===== src/rtl/modem_call_pkg.sv =====
package modem_call_pkg;

   typedef enum logic [2:0] {
      ST_IDLE    = 3'd0,
      ST_O_SEEK  = 3'd1,
      ST_O_HOLD  = 3'd2,
      ST_O_MARK  = 3'd3,
      ST_O_DATA  = 3'd4,
      ST_A_DELAY = 3'd5,
      ST_A_TONE  = 3'd6,
      ST_A_DATA  = 3'd7
   } call_st_t;

   localparam int NUM_TMR   = 4;
   localparam int TMR_STATE = 0;
   localparam int TMR_HIT   = 1;
   localparam int TMR_MISS  = 2;
   localparam int TMR_SEIZE = 3;

   function automatic int max_of(input int a, input int b);
      return (a > b) ? a : b;
   endfunction

endpackage


===== src/rtl/ms_tick_gen.sv =====
module ms_tick_gen #(
   parameter int CLKS_PER_MS = 250000
) (
   input  logic clk,
   input  logic rst_n,
   output logic tick
);
   generate
      if (CLKS_PER_MS < 1) begin : g_bad
         $error("CLKS_PER_MS must be at least 1");
      end
      if (CLKS_PER_MS == 1) begin : g_every
         logic alive_q;
         always_ff @(posedge clk or negedge rst_n) begin
            if (!rst_n) alive_q <= 1'b0;
            else        alive_q <= 1'b1;
         end
         assign tick = alive_q;
      end else begin : g_div
         localparam int DW = $clog2(CLKS_PER_MS);
         localparam logic [DW-1:0] LAST = DW'(CLKS_PER_MS - 1);
         logic [DW-1:0] div_q;
         always_ff @(posedge clk or negedge rst_n) begin
            if (!rst_n)              div_q <= '0;
            else if (div_q == LAST)  div_q <= '0;
            else                     div_q <= div_q + 1'b1;
         end
         assign tick = (div_q == LAST);
      end
   endgenerate
endmodule


===== src/rtl/ms_run_counter.sv =====
module ms_run_counter #(
   parameter int W = 8
) (
   input  logic         clk,
   input  logic         rst_n,
   input  logic         tick,
   input  logic         clr,
   output logic [W-1:0] count
);
   always_ff @(posedge clk or negedge rst_n) begin
      if (!rst_n)                  count <= '0;
      else if (clr)                count <= '0;
      else if (tick && ~&count)    count <= count + 1'b1;
   end
endmodule


===== src/rtl/modem_call_ctrl.sv =====
module modem_call_ctrl
   import modem_call_pkg::*;
#(
   parameter int CLKS_PER_MS  = 250000,
   parameter int BILLING_MS   = 2100,
   parameter int ORIG_WAIT_MS = 240,
   parameter int PREAMBLE_MS  = 640,
   parameter int ANS_QUAL_MS  = 120,
   parameter int CD_LOSS_MS   = 10,
   parameter int HANGUP_MS    = 230,
   parameter int ABORT_MS     = 14000
) (
   input  logic clk,
   input  logic rst_n,
   input  logic dtr,
   input  logic rts,
   input  logic ring_n,
   input  logic answer_mode,
   input  logic energy_det,
   output logic off_hook,
   output logic tx_en,
   output logic tx_mark,
   output logic carrier_det,
   output logic cts
);
   localparam int MAX_MS = max_of(max_of(max_of(BILLING_MS, ORIG_WAIT_MS),
                                         max_of(PREAMBLE_MS, ANS_QUAL_MS)),
                                  max_of(HANGUP_MS, ABORT_MS));
   localparam int CW = $clog2(MAX_MS + 2);

   localparam logic [CW-1:0] K_BILL = CW'(BILLING_MS);
   localparam logic [CW-1:0] K_WAIT = CW'(ORIG_WAIT_MS);
   localparam logic [CW-1:0] K_PRE  = CW'(PREAMBLE_MS);
   localparam logic [CW-1:0] K_QUAL = CW'(ANS_QUAL_MS);
   localparam logic [CW-1:0] K_LOSS = CW'(CD_LOSS_MS);
   localparam logic [CW-1:0] K_HANG = CW'(HANGUP_MS);
   localparam logic [CW-1:0] K_ABRT = CW'(ABORT_MS);

   generate
      if (CD_LOSS_MS < 1 || CD_LOSS_MS >= HANGUP_MS) begin : g_bad_loss
         $error("need 1 <= CD_LOSS_MS < HANGUP_MS");
      end
      if (BILLING_MS < 1 || ORIG_WAIT_MS < 1 || PREAMBLE_MS < 1 ||
          ANS_QUAL_MS < 1 || ABORT_MS < 1) begin : g_bad_interval
         $error("all intervals must be at least 1 ms");
      end
   endgenerate

   logic            tick;
   call_st_t        st_q, st_d;
   logic [NUM_TMR-1:0] tmr_clr;
   logic [CW-1:0]   tmr_cnt [NUM_TMR];

   ms_tick_gen #(.CLKS_PER_MS(CLKS_PER_MS)) u_tick (
      .clk   (clk),
      .rst_n (rst_n),
      .tick  (tick)
   );

   // Four identical millisecond counters, each with its own clear condition.
   assign tmr_clr[TMR_STATE] = (st_d != st_q);
   assign tmr_clr[TMR_HIT]   = ~energy_det;
   assign tmr_clr[TMR_MISS]  = energy_det;
   assign tmr_clr[TMR_SEIZE] = (st_q == ST_IDLE);

   generate
      for (genvar i = 0; i < NUM_TMR; i++) begin : g_tmr
         ms_run_counter #(.W(CW)) u_cnt (
            .clk   (clk),
            .rst_n (rst_n),
            .tick  (tick),
            .clr   (tmr_clr[i]),
            .count (tmr_cnt[i])
         );
      end
   endgenerate

   logic lost, gone, expired, held;
   assign lost    = (tmr_cnt[TMR_MISS] >  K_LOSS);
   assign gone    = (tmr_cnt[TMR_MISS] >  K_HANG);
   assign expired = (tmr_cnt[TMR_SEIZE] >= K_ABRT);

   always_comb begin
      st_d = st_q;
      if (!dtr) begin
         st_d = ST_IDLE;
      end else begin
         unique case (st_q)
            ST_IDLE: begin
               if (answer_mode) begin
                  if (!ring_n) st_d = ST_A_DELAY;
               end else if (rts) begin
                  st_d = ST_O_SEEK;
               end
            end
            ST_O_SEEK: begin
               if (expired)         st_d = ST_IDLE;
               else if (energy_det) st_d = ST_O_HOLD;
            end
            ST_O_HOLD: begin
               if (gone)                                st_d = ST_IDLE;
               else if (tmr_cnt[TMR_STATE] >= K_WAIT)   st_d = ST_O_MARK;
            end
            ST_O_MARK: begin
               if (gone)                                st_d = ST_IDLE;
               else if (tmr_cnt[TMR_STATE] >= K_PRE)    st_d = ST_O_DATA;
            end
            ST_A_DELAY: begin
               if (expired)                             st_d = ST_IDLE;
               else if (tmr_cnt[TMR_STATE] >= K_BILL)   st_d = ST_A_TONE;
            end
            ST_A_TONE: begin
               if (expired)                             st_d = ST_IDLE;
               else if (tmr_cnt[TMR_HIT] >= K_QUAL)     st_d = ST_A_DATA;
            end
            ST_O_DATA, ST_A_DATA: begin
               if (gone) st_d = ST_IDLE;
            end
            default: st_d = ST_IDLE;
         endcase
      end
   end

   always_ff @(posedge clk or negedge rst_n) begin
      if (!rst_n) st_q <= ST_IDLE;
      else        st_q <= st_d;
   end

   assign held        = (st_q == ST_O_HOLD) || (st_q == ST_O_MARK) ||
                        (st_q == ST_O_DATA) || (st_q == ST_A_DATA);
   assign off_hook    = (st_q != ST_IDLE);
   assign tx_en       = (st_q == ST_O_MARK) || (st_q == ST_O_DATA) ||
                        (st_q == ST_A_TONE) || (st_q == ST_A_DATA);
   assign tx_mark     = (st_q == ST_O_MARK) || (st_q == ST_A_TONE);
   assign carrier_det = held && !lost;
   assign cts         = ((st_q == ST_O_DATA) || (st_q == ST_A_DATA)) && !lost;

endmodule


===== config.mk =====
export PLATFORM = sky130hd
export DESIGN_NAME = modem_call_ctrl
export DESIGN_NICKNAME = d
export VERILOG_FILES = /design/src/rtl/modem_call_pkg.sv /design/src/rtl/ms_tick_gen.sv /design/src/rtl/ms_run_counter.sv /design/src/rtl/modem_call_ctrl.sv
export SDC_FILE = /design/constraint.sdc
export NUM_CORES = 1
export LEC_CHECK = 0
export BUFFER_PORTS_ARGS = -buffer_cell sky130_fd_sc_hd__buf_2
export CAP_MARGIN = 20
export CORE_UTILIZATION = 56
export DETAILED_ROUTE_END_ITERATION = 8
export MAX_ROUTING_LAYER = met4
export PLACE_DENSITY = 0.77
export RECOVER_POWER = 25
export SLEW_MARGIN = 20
export SYNTH_ARGS = -nofsm -noshare
export SYNTH_HDL_FRONTEND = slang
export SYNTH_SLANG_ARGS = --single-unit

===== constraint.sdc =====
create_clock -name clk -period 2.5 [get_ports clk]
set_clock_uncertainty 0.2 [all_clocks]
set_input_delay 0.5 -clock clk [delete_from_list [all_inputs] [get_ports clk]]
set_output_delay 0.5 -clock clk [all_outputs]
set_load 0.01 [all_outputs]

# ---- After elaboration in Yosys (flattened, before gate mapping)
# Index checks and enable logic that the tools add are counted.
dict set report word_totals {
  ff_bits 77
  in_bits 7
  out_inout_bits 5
  wordCells 82
}
dict set report classes {
  n_addsub 5
  n_lt_le_gt_ge 7
  eq_ne 10
  mux 25
  reduce_logical 29
}
# operator n
set op_table {}
lappend op_table {{14-bit two-way mux} 8}
lappend op_table {{14-bit by 1-bit adder with 14-bit output, second input constant} 4}
lappend op_table {{14-bit AND reduction} 4}
lappend op_table {{3-bit two-way mux} 15}
lappend op_table {{3-bit one-hot mux with 7 select lines} 1}
lappend op_table {{18-bit by 1-bit adder with 18-bit output, second input constant} 1}
lappend op_table {{18-bit equality test, second input constant} 1}
lappend op_table {{18-bit two-way mux} 1}
lappend op_table {{14-bit by 10-bit greater-or-equal comparator with 1-bit output, second input constant} 1}
lappend op_table {{14-bit by 12-bit greater-or-equal comparator with 1-bit output, second input constant} 1}
lappend op_table {{14-bit greater-or-equal comparator, second input constant} 1}
lappend op_table {{14-bit by 7-bit greater-or-equal comparator with 1-bit output, second input constant} 1}
lappend op_table {{14-bit by 8-bit greater-or-equal comparator with 1-bit output, second input constant} 1}
lappend op_table {{14-bit by 4-bit greater-than comparator with 1-bit output, second input constant} 1}
lappend op_table {{14-bit by 8-bit greater-than comparator with 1-bit output, second input constant} 1}
lappend op_table {{3-bit equality test, second input constant} 4}
lappend op_table {{1-bit logical OR} 8}
lappend op_table {{3-bit by 2-bit equality test with 1-bit output, second input constant} 2}
lappend op_table {{1-bit logical AND} 6}
lappend op_table {{2-bit nonzero test} 3}
lappend op_table {{1-bit logical NOT} 5}
lappend op_table {{3-bit by 1-bit equality test with 1-bit output, second input constant} 1}
lappend op_table {{3-bit logical NOT} 1}
lappend op_table {{3-bit inequality test} 1}
lappend op_table {{other kinds (3)} 3}

# ---- Depth between registers and ports, before layout
# Gate-level depths: netlist of the first run.
dict set report depth {
  word_depth 7
  mapped_depth 9
  depth_no_buf 8
}

# ---- Hierarchy
# Synthesis of the first run repeated with hierarchy kept, for this count alone.
dict set report unflattened {
  hier_cells 497
  area_unflattened_um2 4723.3
}
# mod n_inst cells_each area_per_inst_um2 seq_area_each_um2
set modules_own_cells {}
lappend modules_own_cells {ms_run_counter 4 80 789.5 350.3}
lappend modules_own_cells {ms_tick_gen 1 80 889.6 450.4}
lappend modules_own_cells {modem_call_ctrl 1 97 675.6 75.1}

# ---- Worst setup path after synthesis of the first run
# No wires, ideal clock.
dict set report synth_path {
  path_kind {reg-to-reg}
  startpoint {register u_tick.g_div.div_q[11]}
  endpoint {register g_tmr[1].u_cnt.count[11]}
  setup_ns 0.119
  arrival_time_ns 2.117
  required_time_ns 2.181
  setup_slack_ns 0.064
  stages_incl_launch_ff 9
  n_path_buf 1
  period_less_slack_ns 2.436
  cell_sequence {dfrtp_1 -> buf_6 -> nor4_4 -> nand3_2 -> or4_4 -> a311oi_4 -> nand2_1 -> xnor2_1 -> and2_1}
}
dict set report synth_between {
  elab_chain_len 3
}
# item line_no
set synth_rtl {}
lappend synth_rtl {{start, declared} ms_tick_gen.sv:22} ;# logic [DW-1:0] div_q;
lappend synth_rtl {{start signal, assigned} ms_tick_gen.sv:26} ;# else div_q <= div_q + 1'b1;
lappend synth_rtl {{18-bit equality test} ms_tick_gen.sv:28} ;# assign tick = (div_q == LAST);
lappend synth_rtl {{1-bit logical AND} ms_run_counter.sv:13} ;# else if (tick && ~&count) count <= count + 1'b1;
lappend synth_rtl {{2-bit by 1-bit inequality test with 1-bit output (no line)} n/a}
lappend synth_rtl {{end signal, assigned} ms_run_counter.sv:13}
lappend synth_rtl {{end, declared} ms_run_counter.sv:8} ;# output logic [W-1:0] count
# No other way between the ends.
# A chain may end at the register's enable or synchronous reset.

# ---- Worst setup path in the final report of the first run
dict set report layout_path {
  startpoint {register g_tmr[2].u_cnt.count[9]}
  endpoint {output port carrier_det}
}
dict set report layout_between {
  elab_chain_len 3
}
# item line_no
set layout_rtl {}
lappend layout_rtl {{start, declared} ms_run_counter.sv:8}
lappend layout_rtl {{start signal, assigned} ms_run_counter.sv:13}
lappend layout_rtl {{14-bit by 4-bit greater-than comparator with 1-bit output} modem_call_ctrl.sv:79} ;# assign lost = (tmr_cnt[TMR_MISS] > K_LOSS);
lappend layout_rtl {{1-bit logical NOT} modem_call_ctrl.sv:135} ;# assign carrier_det = held && !lost;
lappend layout_rtl {{1-bit logical AND} modem_call_ctrl.sv:135}
lappend layout_rtl {{end, declared} modem_call_ctrl.sv:23} ;# output logic carrier_det,
# No other way between the ends.

==> results of run 1 <==
## power by group through the flow
| stage | combinational (uW) | sequential (uW) | clock (uW) |
|---|---|---|---|
| finish | 733 | 1270 | 1070 |
| global route | 798 | 1270 | 1140 |
| CTS | 728 | 1270 | 1070 |
| global placement | 710 | 1290 | 0 |
| floorplan | 397 | 1300 | 0 |
| detailed placement | 716 | 1290 | 0 |
## cell type report
class,instances,area [sq um]
clock buffer,12,155.1
sequential,77,1927
tap,99,123.9
inverter,24,90.09
clock inverter,4,70.07
timing repair buffer,64,471.7
multi-input combinational,367,2477
fill,527,2093
## cells by family after synthesis
group | Yosys count | share of synthesized area
simple gates | 234 | 0.2790
flops | 77 | 0.4375
compound gates | 62 | 0.09972
xor+xnor | 59 | 0.1173
buf+inv | 36 | 0.03409
fa+ha+maj | 9 | 0.02557
mux | 3 | 0.006818
## repair_timing
| action | CTS | global route |
|---|---|---|
| setup buffers | 2 | 3 |
| gates resized for setup | 10 | 20 |
| endpoints found under the setup margin | 25 | 43 |
| hold buffers | 1 | 0 |
| endpoints found under the hold margin | 28 | 0 |
| pin swaps | 7 | 12 |
## flip-flops by register name, indices dropped and copies added, names as in the netlist
register            cells
g_tmr.u_cnt.count      56
u_tick.g_div.div_q     18
st_q                    3
## synth_stat cells (2+ instances only)
cell,instances,share of area
a211oi_1,3,0.0051
inv_1,24,0.020
or3_1,12,0.017
o41ai_1,2,0.0040
nor2b_1,6,0.0085
ha_1,9,0.026
nand2_1,43,0.037
nor2_1,56,0.048
and3_1,11,0.016
a31oi_1,2,0.0028
nand4_1,17,0.024
nor4_1,9,0.013
dfrtp_1,77,0.44
xnor2_1,39,0.078
a21boi_0,2,0.0034
nand3_1,30,0.034
mux2i_1,3,0.0068
nor3_2,2,0.0045
a21oi_1,17,0.019
o21ai_0,19,0.022
a311o_1,2,0.0045
nor4b_1,2,0.0040
and2_1,17,0.024
xor2_1,20,0.040
o22ai_1,2,0.0028
buf_6,2,0.0051
nor3_1,12,0.014
clkbuf_1,9,0.0077
a32oi_1,2,0.0040
nor3b_1,2,0.0034
nand2b_1,4,0.0057
## path summary, 6_finish.rpt
kind | startpoint | end | slack (ns) | cells after the start
setup / recovery | g_tmr[2].u_cnt.count[9] | carrier_det | -0.06 | 6
min in group asynchronous | rst_n | u_tick.g_div.div_q[4] | 0.52 | 2
hold reg to reg | u_tick.g_div.div_q[16] | u_tick.g_div.div_q[16] | 0.36 | 2
hold / removal | dtr | st_q[1] | 0.25 | 3
max in group asynchronous | rst_n | st_q[2] | 0.38 | 3
setup reg to reg | u_tick.g_div.div_q[0] | g_tmr[1].u_cnt.count[3] | -0.06 | 8
## routing by layer
| metal | up-vias | wire, um |
|---|---|---|
| li1 | 1797 | - |
| met1 | 1825 | 4712 |
| met2 | 82 | 4685 |
| met3 | 21 | 343 |
| met4 | 0 | 229 |
| met5 | - | 0 |
## critical path, cell delays in order (launching register included)
cell and delay [ns]:
dfrtp_1 0.40, or4_4 0.54, nor3_4 0.15, buf_6 0.12, nand3_4 0.06, nor2_2 0.10, buf_2 0.13
## stage by stage
| step | setup WS [ns] | utilization | hold slack (ns) | power [uW] |
|---|---|---|---|---|
| finish | -0.06279 | 0.7174 | 0.2513 | 3070 |
| global route | -0.1833 | 0.7174 | 0.2589 | 3214 |
| CTS | -0.06605 | 0.7026 | 0.2436 | 3069 |
| detailed placement | -0.06523 | 0.6629 | 0.2546 | 2010 |
| global placement | 0.004790 | 0.6629 | 0.2556 | 2003 |
| floorplan | 0.06407 | - | 0.004409 | 1695 |
==> impl_metrics.yaml, run 1 <==
outcome:
  status: "finished with violations"
  violations: "setup timing"
power:
  power.switching_uw: 878.6
  combPwrFrac: 0.239
  internal_power_uw: 2191
  leakage_uw: 0.002268
  clock_power_share: 0.348
  pwr-share-seq: 0.413
  max-vdd-ir-drop_mv: 0.5043
  power.density_nw_per_um2: 577.6
  switching_share: 0.2862
floorplanning:
  fp.dieW_um: 90.69
  core_area_sq_um: 7408
  die_area_sq_um: 8224
  num_rows: 31
  die_h_um: 90.69
  start_util: 0.5945
  ioPinCount: 12
clocking:
  cts_tree: "built"
  cts.clk_slew.worst_paths_ns: 0.08
  htree_levels: 3
  clk_latency_ns: 0.36
  root_buffer: "clkbuf_8"
  cts_buffers: 9
  cts.sink_count: 77
  clockBufferDepth: 2
yosys:
  synth-async-reset-ratio: 1.000
  mappedNetlistArea_sq_um: 4404
  synth_ff_type: "dfrtp_1"
  synth_seq_cells: 77
  yosysUniqueCellTypes: 54
  ys_warn_count: 0
  synth_fp_nets: 496
  synth_area_per_cell_sq_um: 9.175
  syn_inst: 480
  synth-seq-area-share: 0.4375
  synth_edf_count: 0
setup_path:
  end_kind: "output pin"
  crit_fanout: 2
  cp.required_ns: 1.80
  startpoint_type: "flip-flop"
  crit_type: "flip-flop to output pin"
  cp.arrival_ns: 1.86
timing:
  rsz0062_at_grt: "true"
  min_period_ns: 2.563
  slew_headroom: 0.5329
  setup_viol: 4
  period_share: 1.025
  worstMarginPinSlew_ns: 0.7007
  finalWorstSetupSlack_ns: -0.06279
  hold_viol_final: 0
  final.setup.tns_ns: -0.1781
  slew_viol_final: 0
  fmax_mhz: 390.2
global_route:
  antenna_found_initial: 0
  grt_overflow_total: 0
  grtUsageTotal: 0.2653
  grt-busiest-layer: "met2"
  grt_max_degree: 50
  use_met3: 0.04040
  met1_usage: 0.3482
  use_met2: 0.4167
  grt_pass1_vias: 3669
  grt_pass1_wl_um: 16960
routing:
  drt_iter0_markers: 239
  viasPerCell: 5.757
  drc: 0
  ant_nets: 0
  wirelength_um: 9970
  wire_per_inst_um: 15.41
  num_vias: 3725
  first_pass_iters: 4
finish:
  drive_above_1_share: 0.1953
  n_antenna_cell: 0
  finalNonFillerCells: 647
  layout_commonest_cell: "dfrtp_1"
  final_nets: 559
  layout_common_cells: "dfrtp_1, nor2_1, buf_4"
  design_area_sq_um: 5315
  area_delta_synth_final_pct: 20.68
flow_run:
  cap_violations: 0
placed_design:
  port_buffers: 11
  placed_cells: 626
  gp_congestion: 0.8750
  post-dp-hpwl_um: 6797
  placed_area_sq_um: 4911
worst_hold_path:
  hold_class: "primary input to flip-flop"
(Power assumes the default switching activity.)
==> run 2, diff against run 1 <==
--- a/config.mk
+++ b/config.mk
@@ -7,6 +7,7 @@
 export LEC_CHECK = 0
 export BUFFER_PORTS_ARGS = -buffer_cell sky130_fd_sc_hd__buf_2
 export CAP_MARGIN = 20
+export CORE_ASPECT_RATIO = 0.6
 export CORE_UTILIZATION = 56
 export DETAILED_ROUTE_END_ITERATION = 8
 export MAX_ROUTING_LAYER = met4
==> impl_metrics.yaml, run 2 (same netlist as run 1, synthesis figures left out) <==
outcome:
  status: "finished with violations"
  violations: "setup timing"
finish:
  largest_registers: "g_tmr.u_cnt.count: 56 flops, u_tick.g_div.div_q: 18 flops, st_q: 3 flops"
  seq_area_sq_um: 1927
  layout_common_cells: "dfrtp_1, nor2_1, buf_4"
  multi_input_area_sq_um: 2535
  finalNonFillerCells: 651
  drive_above_1_share: 0.2176
  final_nets: 560
  registers.top_by_ff_count: "g_tmr.u_cnt.count"
  area_delta_synth_final_pct: 24.06
  n_antenna_cell: 0
  largest_register_ffs: 56
  layout_commonest_cell: "dfrtp_1"
  fill_cells: 547
global_route:
  use_met3: 0.06427
  use_met2: 0.4135
  grt_max_degree: 40
  met1_usage: 0.3732
  antenna_found_initial: 0
  grt-busiest-layer: "met2"
  grtUsageTotal: 0.2747
  grt_overflow_total: 0
  grt_pass1_wl_um: 16900
  grt_pass1_vias: 3679
timing:
  min_period_ns: 2.564
  period_share: 1.026
  hold_viol_final: 0
  fmax_mhz: 390.0
  worstMarginPinSlew_ns: 1.028
  final.setup.tns_ns: -0.8262
  finalWorstSetupSlack_ns: -0.06416
  rsz0062_at_grt: "true"
  setup_viol: 25
  slew_headroom: 0.3144
  slew_viol_final: 0
routing:
  drc: 0
  first_pass_iters: 5
  drt_iter0_markers: 306
  num_vias: 3840
  ant_nets: 0
  wirelength_um: 10610
  wire_per_inst_um: 16.30
  viasPerCell: 5.899
power:
  leakage_uw: 0.002306
  p_total_uw: 3361
  power.density_nw_per_um2: 615.1
  max-vdd-ir-drop_mv: 0.4056
placed_design:
  preCtsSetupSlack_ns: -0.09145
  gp_congestion: 0.9242
  port_buffers: 11
  placed_cells: 630
  post-dp-hpwl_um: 7164
setup_path:
  max_stage_delay_ns: 0.46
  startpoint_type: "flip-flop"
  worstPathCellList: "nor4_1 -> a211oi_1 -> a211oi_1 -> buf_4 -> a32oi_1 -> o21ai_0 -> o211ai_4 -> buf_6 -> nor2_2"
  end_kind: "flip-flop"
  crit_fanout: 5
  reg2reg_depth: 9
  cp.required_ns: 2.56
  crit_type: "flip-flop to flip-flop"
  cpMostUsedCell: "a211oi_1"
  cp.arrival_ns: 2.62
  critPathSlowestCell: "dfrtp_1"
clocking:
  clk_latency_ns: 0.34
  cts.sink_count: 77
  cts.clk_slew.worst_paths_ns: 0.05
  cts_tree: "built"
  root_buffer: "clkbuf_16"
  cts_buffers: 9
  clockBufferDepth: 2
  htree_levels: 3
floorplanning:
  num_rows: 24
  start_util: 0.5914
  die_h_um: 70.70
  die_area_sq_um: 8235
  core_area_sq_um: 7447
  fp.dieW_um: 116.5
  ioPinCount: 12
worst_hold_path:
  holdPathStages: 3
  hold_class: "primary input to flip-flop"
flow_run:
  cap_violations: 0
[run 2: power breakdown]
group | internal [uW] | switching (uW)
registers | 1260 | 36.1
clock network | 787 | 468
logic | 337 | 469
total | 2390 | 974
[run 2: area by class of cell]
class                   instances  area share
inverters                      24     0.01649
clock buffers                  12     0.04511
flip-flops and latches         77      0.3526
repair buffers                 65     0.09160
multi-input cells             367      0.4639
well taps                     104     0.02382
clock inverters                 2    0.006412
[run 2: through the flow]
stage | instance area (sq um) | util | hold WS [ns]
6_report | 5464 | 0.7337 | 0.2496
3_5_place_dp | 4897 | 0.6576 | 0.3178
5_1_grt | 5464 | 0.7337 | 0.2537
2_1_floorplan | 4404 | - | 0.004409
4_1_cts | 5234 | 0.7028 | 0.2383
3_3_place_gp | 4897 | 0.6576 | 0.3071
[run 2: per-layer routing]
metal	routed length, um	share of wire	up-vias
met5	0	0	-
met4	148	0.014	0
met3	487	0.046	17
met2	4969	0.47	100
met1	5007	0.47	1924
li1	-	-	1799
[run 2: what timing repair did]
item                                   in CTS  in global routing
pin swaps                                   4                 21
cloned                                      0                  1
hold buffers                                1                  0
buffers inserted                            0                  5
setup endpoints to repair                  25                 44
resized for setup                          10                 43
endpoints found under the hold margin      37                  0
[run 2: critical path, delay by kind of cell, from the launching register on]
family / cells / cell delay (ns)
flip-flops: 1 / 0.46
AO/OA/AOI/OAI: 5 / 1.04
buffers and inverters: 2 / 0.34
AND/OR/NAND/NOR: 2 / 0.47
[run 2: worst paths after layout]
path,slack [ns],endpoint,startpoint
worst max register to register,-0.06,g_tmr[0].u_cnt.count[1],g_tmr[0].u_cnt.count[13]
worst min register to register,0.33,u_tick.g_div.div_q[2],u_tick.g_div.div_q[2]
worst max-delay path,-0.06,g_tmr[0].u_cnt.count[1],g_tmr[0].u_cnt.count[13]
max in group asynchronous,0.68,u_tick.g_div.div_q[17],rst_n
worst min-delay path,0.25,st_q[1],dtr
min in group asynchronous,0.68,g_tmr[3].u_cnt.count[7],rst_n
==> run 3, diff against run 2 <==
--- a/config.mk
+++ b/config.mk
@@ -5,13 +5,13 @@
 export SDC_FILE = /design/constraint.sdc
 export NUM_CORES = 1
 export LEC_CHECK = 0
-export BUFFER_PORTS_ARGS = -buffer_cell sky130_fd_sc_hd__buf_2
 export CAP_MARGIN = 20
 export CORE_ASPECT_RATIO = 0.6
 export CORE_UTILIZATION = 56
 export DETAILED_ROUTE_END_ITERATION = 8
+export DONT_BUFFER_PORTS = 1
 export MAX_ROUTING_LAYER = met4
-export PLACE_DENSITY = 0.77
+export PLACE_DENSITY = 0.72
 export RECOVER_POWER = 25
 export SLEW_MARGIN = 20
 export SYNTH_ARGS = -nofsm -noshare
==> constraint.sdc (replaced) <==
create_clock -name clk -period 3 [get_ports clk]
set_clock_uncertainty 0.2 [all_clocks]
set_input_delay 0.6 -clock clk [delete_from_list [all_inputs] [get_ports clk]]
set_output_delay 0.6 -clock clk [all_outputs]
set_load 0.01 [all_outputs]
==> impl_metrics.yaml, run 3 (same netlist as run 1, synthesis figures left out) <==
clocking:
  cts.clk_slew.worst_paths_ns: 0.06
  cts.sink_count: 77
  cts_buffers: 9
  clk_latency_ns: 0.34
  cts_tree: "built"
  cts_resized: 0
  htree_levels: 3
  clockBufferDepth: 2
  root_buffer: "clkbuf_16"
power:
  p_total_uw: 2652
  leakage_uw: 0.001984
  clock_power_share: 0.416
  switching_share: 0.2847
  power.switching_uw: 755.1
  power.density_nw_per_um2: 543.3
  internal_power_uw: 1897
  combPwrFrac: 0.178
  pwr-share-seq: 0.407
  max-vdd-ir-drop_mv: 0.2884
setup_path:
  startpoint_type: "flip-flop"
  crit_fanout: 5
  max_stage_delay_ns: 0.57
  worstPathCellList: "or4_1 -> nor3_1 -> nand3_1 -> nor2_1"
  cp.arrival_ns: 1.96
  critPathSlowestCell: "or4_1"
  cp.required_ns: 2.20
  crit_type: "flip-flop to output pin"
  end_kind: "output pin"
timing:
  whs_ns: 0.1304
  rsz0062_at_grt: "false"
  period_share: 0.9205
  worstMarginPinSlew_ns: 1.727
  setup_viol: 0
  hold_viol_final: 0
  slew_viol_final: 78
  slew_headroom: -0.1512
  min_period_ns: 2.762
  final.setup.tns_ns: 0
  fmax_mhz: 362.1
floorplanning:
  num_rows: 24
  die_h_um: 70.70
  core_area_sq_um: 7447
  ioPinCount: 12
  start_util: 0.5914
  fp.dieW_um: 116.5
  die_area_sq_um: 8235
routing:
  wire_per_inst_um: 15.82
  num_vias: 3418
  drt_iter0_markers: 296
  viasPerCell: 5.678
  ant_nets: 0
  drc: 0
  wirelength_um: 9526
  first_pass_iters: 4
global_route:
  grtUsageTotal: 0.2733
  grt_max_degree: 78
  antenna_found_initial: 0
  grt_overflow_total: 0
  grt_pass1_wl_um: 16640
  grt_pass1_vias: 3398
placed_design:
  port_buffers: 0
  post-dp-hpwl_um: 6650
  gp_congestion: 0.8615
finish:
  layout_commonest_cell: "dfrtp_1"
  largest_registers: "g_tmr.u_cnt.count: 56 flops, u_tick.g_div.div_q: 18 flops, st_q: 3 flops"
  layout_common_cells: "dfrtp_1, nor2_1, nand2_1"
  registers.top_by_ff_count: "g_tmr.u_cnt.count"
  largest_register_ffs: 56
  area_delta_synth_final_pct: 10.82
  final_nets: 509
  drive_above_1_share: 0.08635
  n_antenna_cell: 0
worst_hold_path:
  hold_class: "primary input to flip-flop"
outcome:
  violations: "capacitance limit, slew limit"
  status: "finished with violations"
flow_run:
  cap_violations: 1
run 3: repair_timing:
action                                 CTS  global route
endpoints found under the hold margin   77             0
setup endpoints to repair                0             5
buffers inserted                         0             2
hold buffers                             2             0
run 3: layout make-up:
cell class / count / area [sq um]
Clock buffer: 10 / 239.0
Clock inverter: 6 / 62.56
Fill cell: 629 / 2566
Inverter: 24 / 90.09
Multi-Input combinational cell: 367 / 2327
Sequential cell: 77 / 1927
Tap cell: 104 / 130.1
Timing Repair Buffer: 14 / 105.1
run 3: final timing paths:
kind / from / endpoint / slack [ns] / cells past startpoint
setup / recovery: g_tmr[2].u_cnt.count[8] / carrier_det / 0.24 / 4
hold / removal: energy_det / g_tmr[2].u_cnt.count[1] / 0.13 / 1
setup reg to reg: u_tick.g_div.div_q[11] / g_tmr[2].u_cnt.count[6] / 0.25 / 6
hold reg to reg: u_tick.g_div.div_q[0] / u_tick.g_div.div_q[0] / 0.29 / 1
max in group asynchronous: rst_n / g_tmr[1].u_cnt.count[1] / 0.46 / 2
min in group asynchronous: rst_n / g_tmr[3].u_cnt.count[5] / 1.11 / 2
run 3: critical path: cells and delay by family, from the launching register on:
family        cells  cell delay, ns
simple gates      4            1.20
flops             1            0.41
run 3: through the flow:
step                setup slack (ns)  cells  utilization  cell area [sq um]
finish                        0.2385    602       0.6554               4881
CTS                           0.1644    600       0.6564               4888
global route                 0.03610    602       0.6554               4881
detailed placement            0.1824    582       0.6109               4549
global placement              0.3160    582       0.6109               4549
floorplan                     0.5641    480            -               4404
run 3: routing by layer:
metal	vias up	wire, um	GRT usage
li1	1699	-	-
met1	1628	4831	0.3830
met2	78	4056	0.3820
met3	13	522	0.08655
met4	0	115	0.06695
met5	-	0	-
run 3: power by group through the flow:
stage / clock [uW] / combinational [uW] / sequential, uW
2_1_floorplan: 0 / 331 / 1080
3_3_place_gp: 0 / 405 / 1100
3_5_place_dp: 0 / 414 / 1100
4_1_cts: 1120 / 442 / 1080
5_1_grt: 1170 / 521 / 1080
6_report: 1100 / 471 / 1080
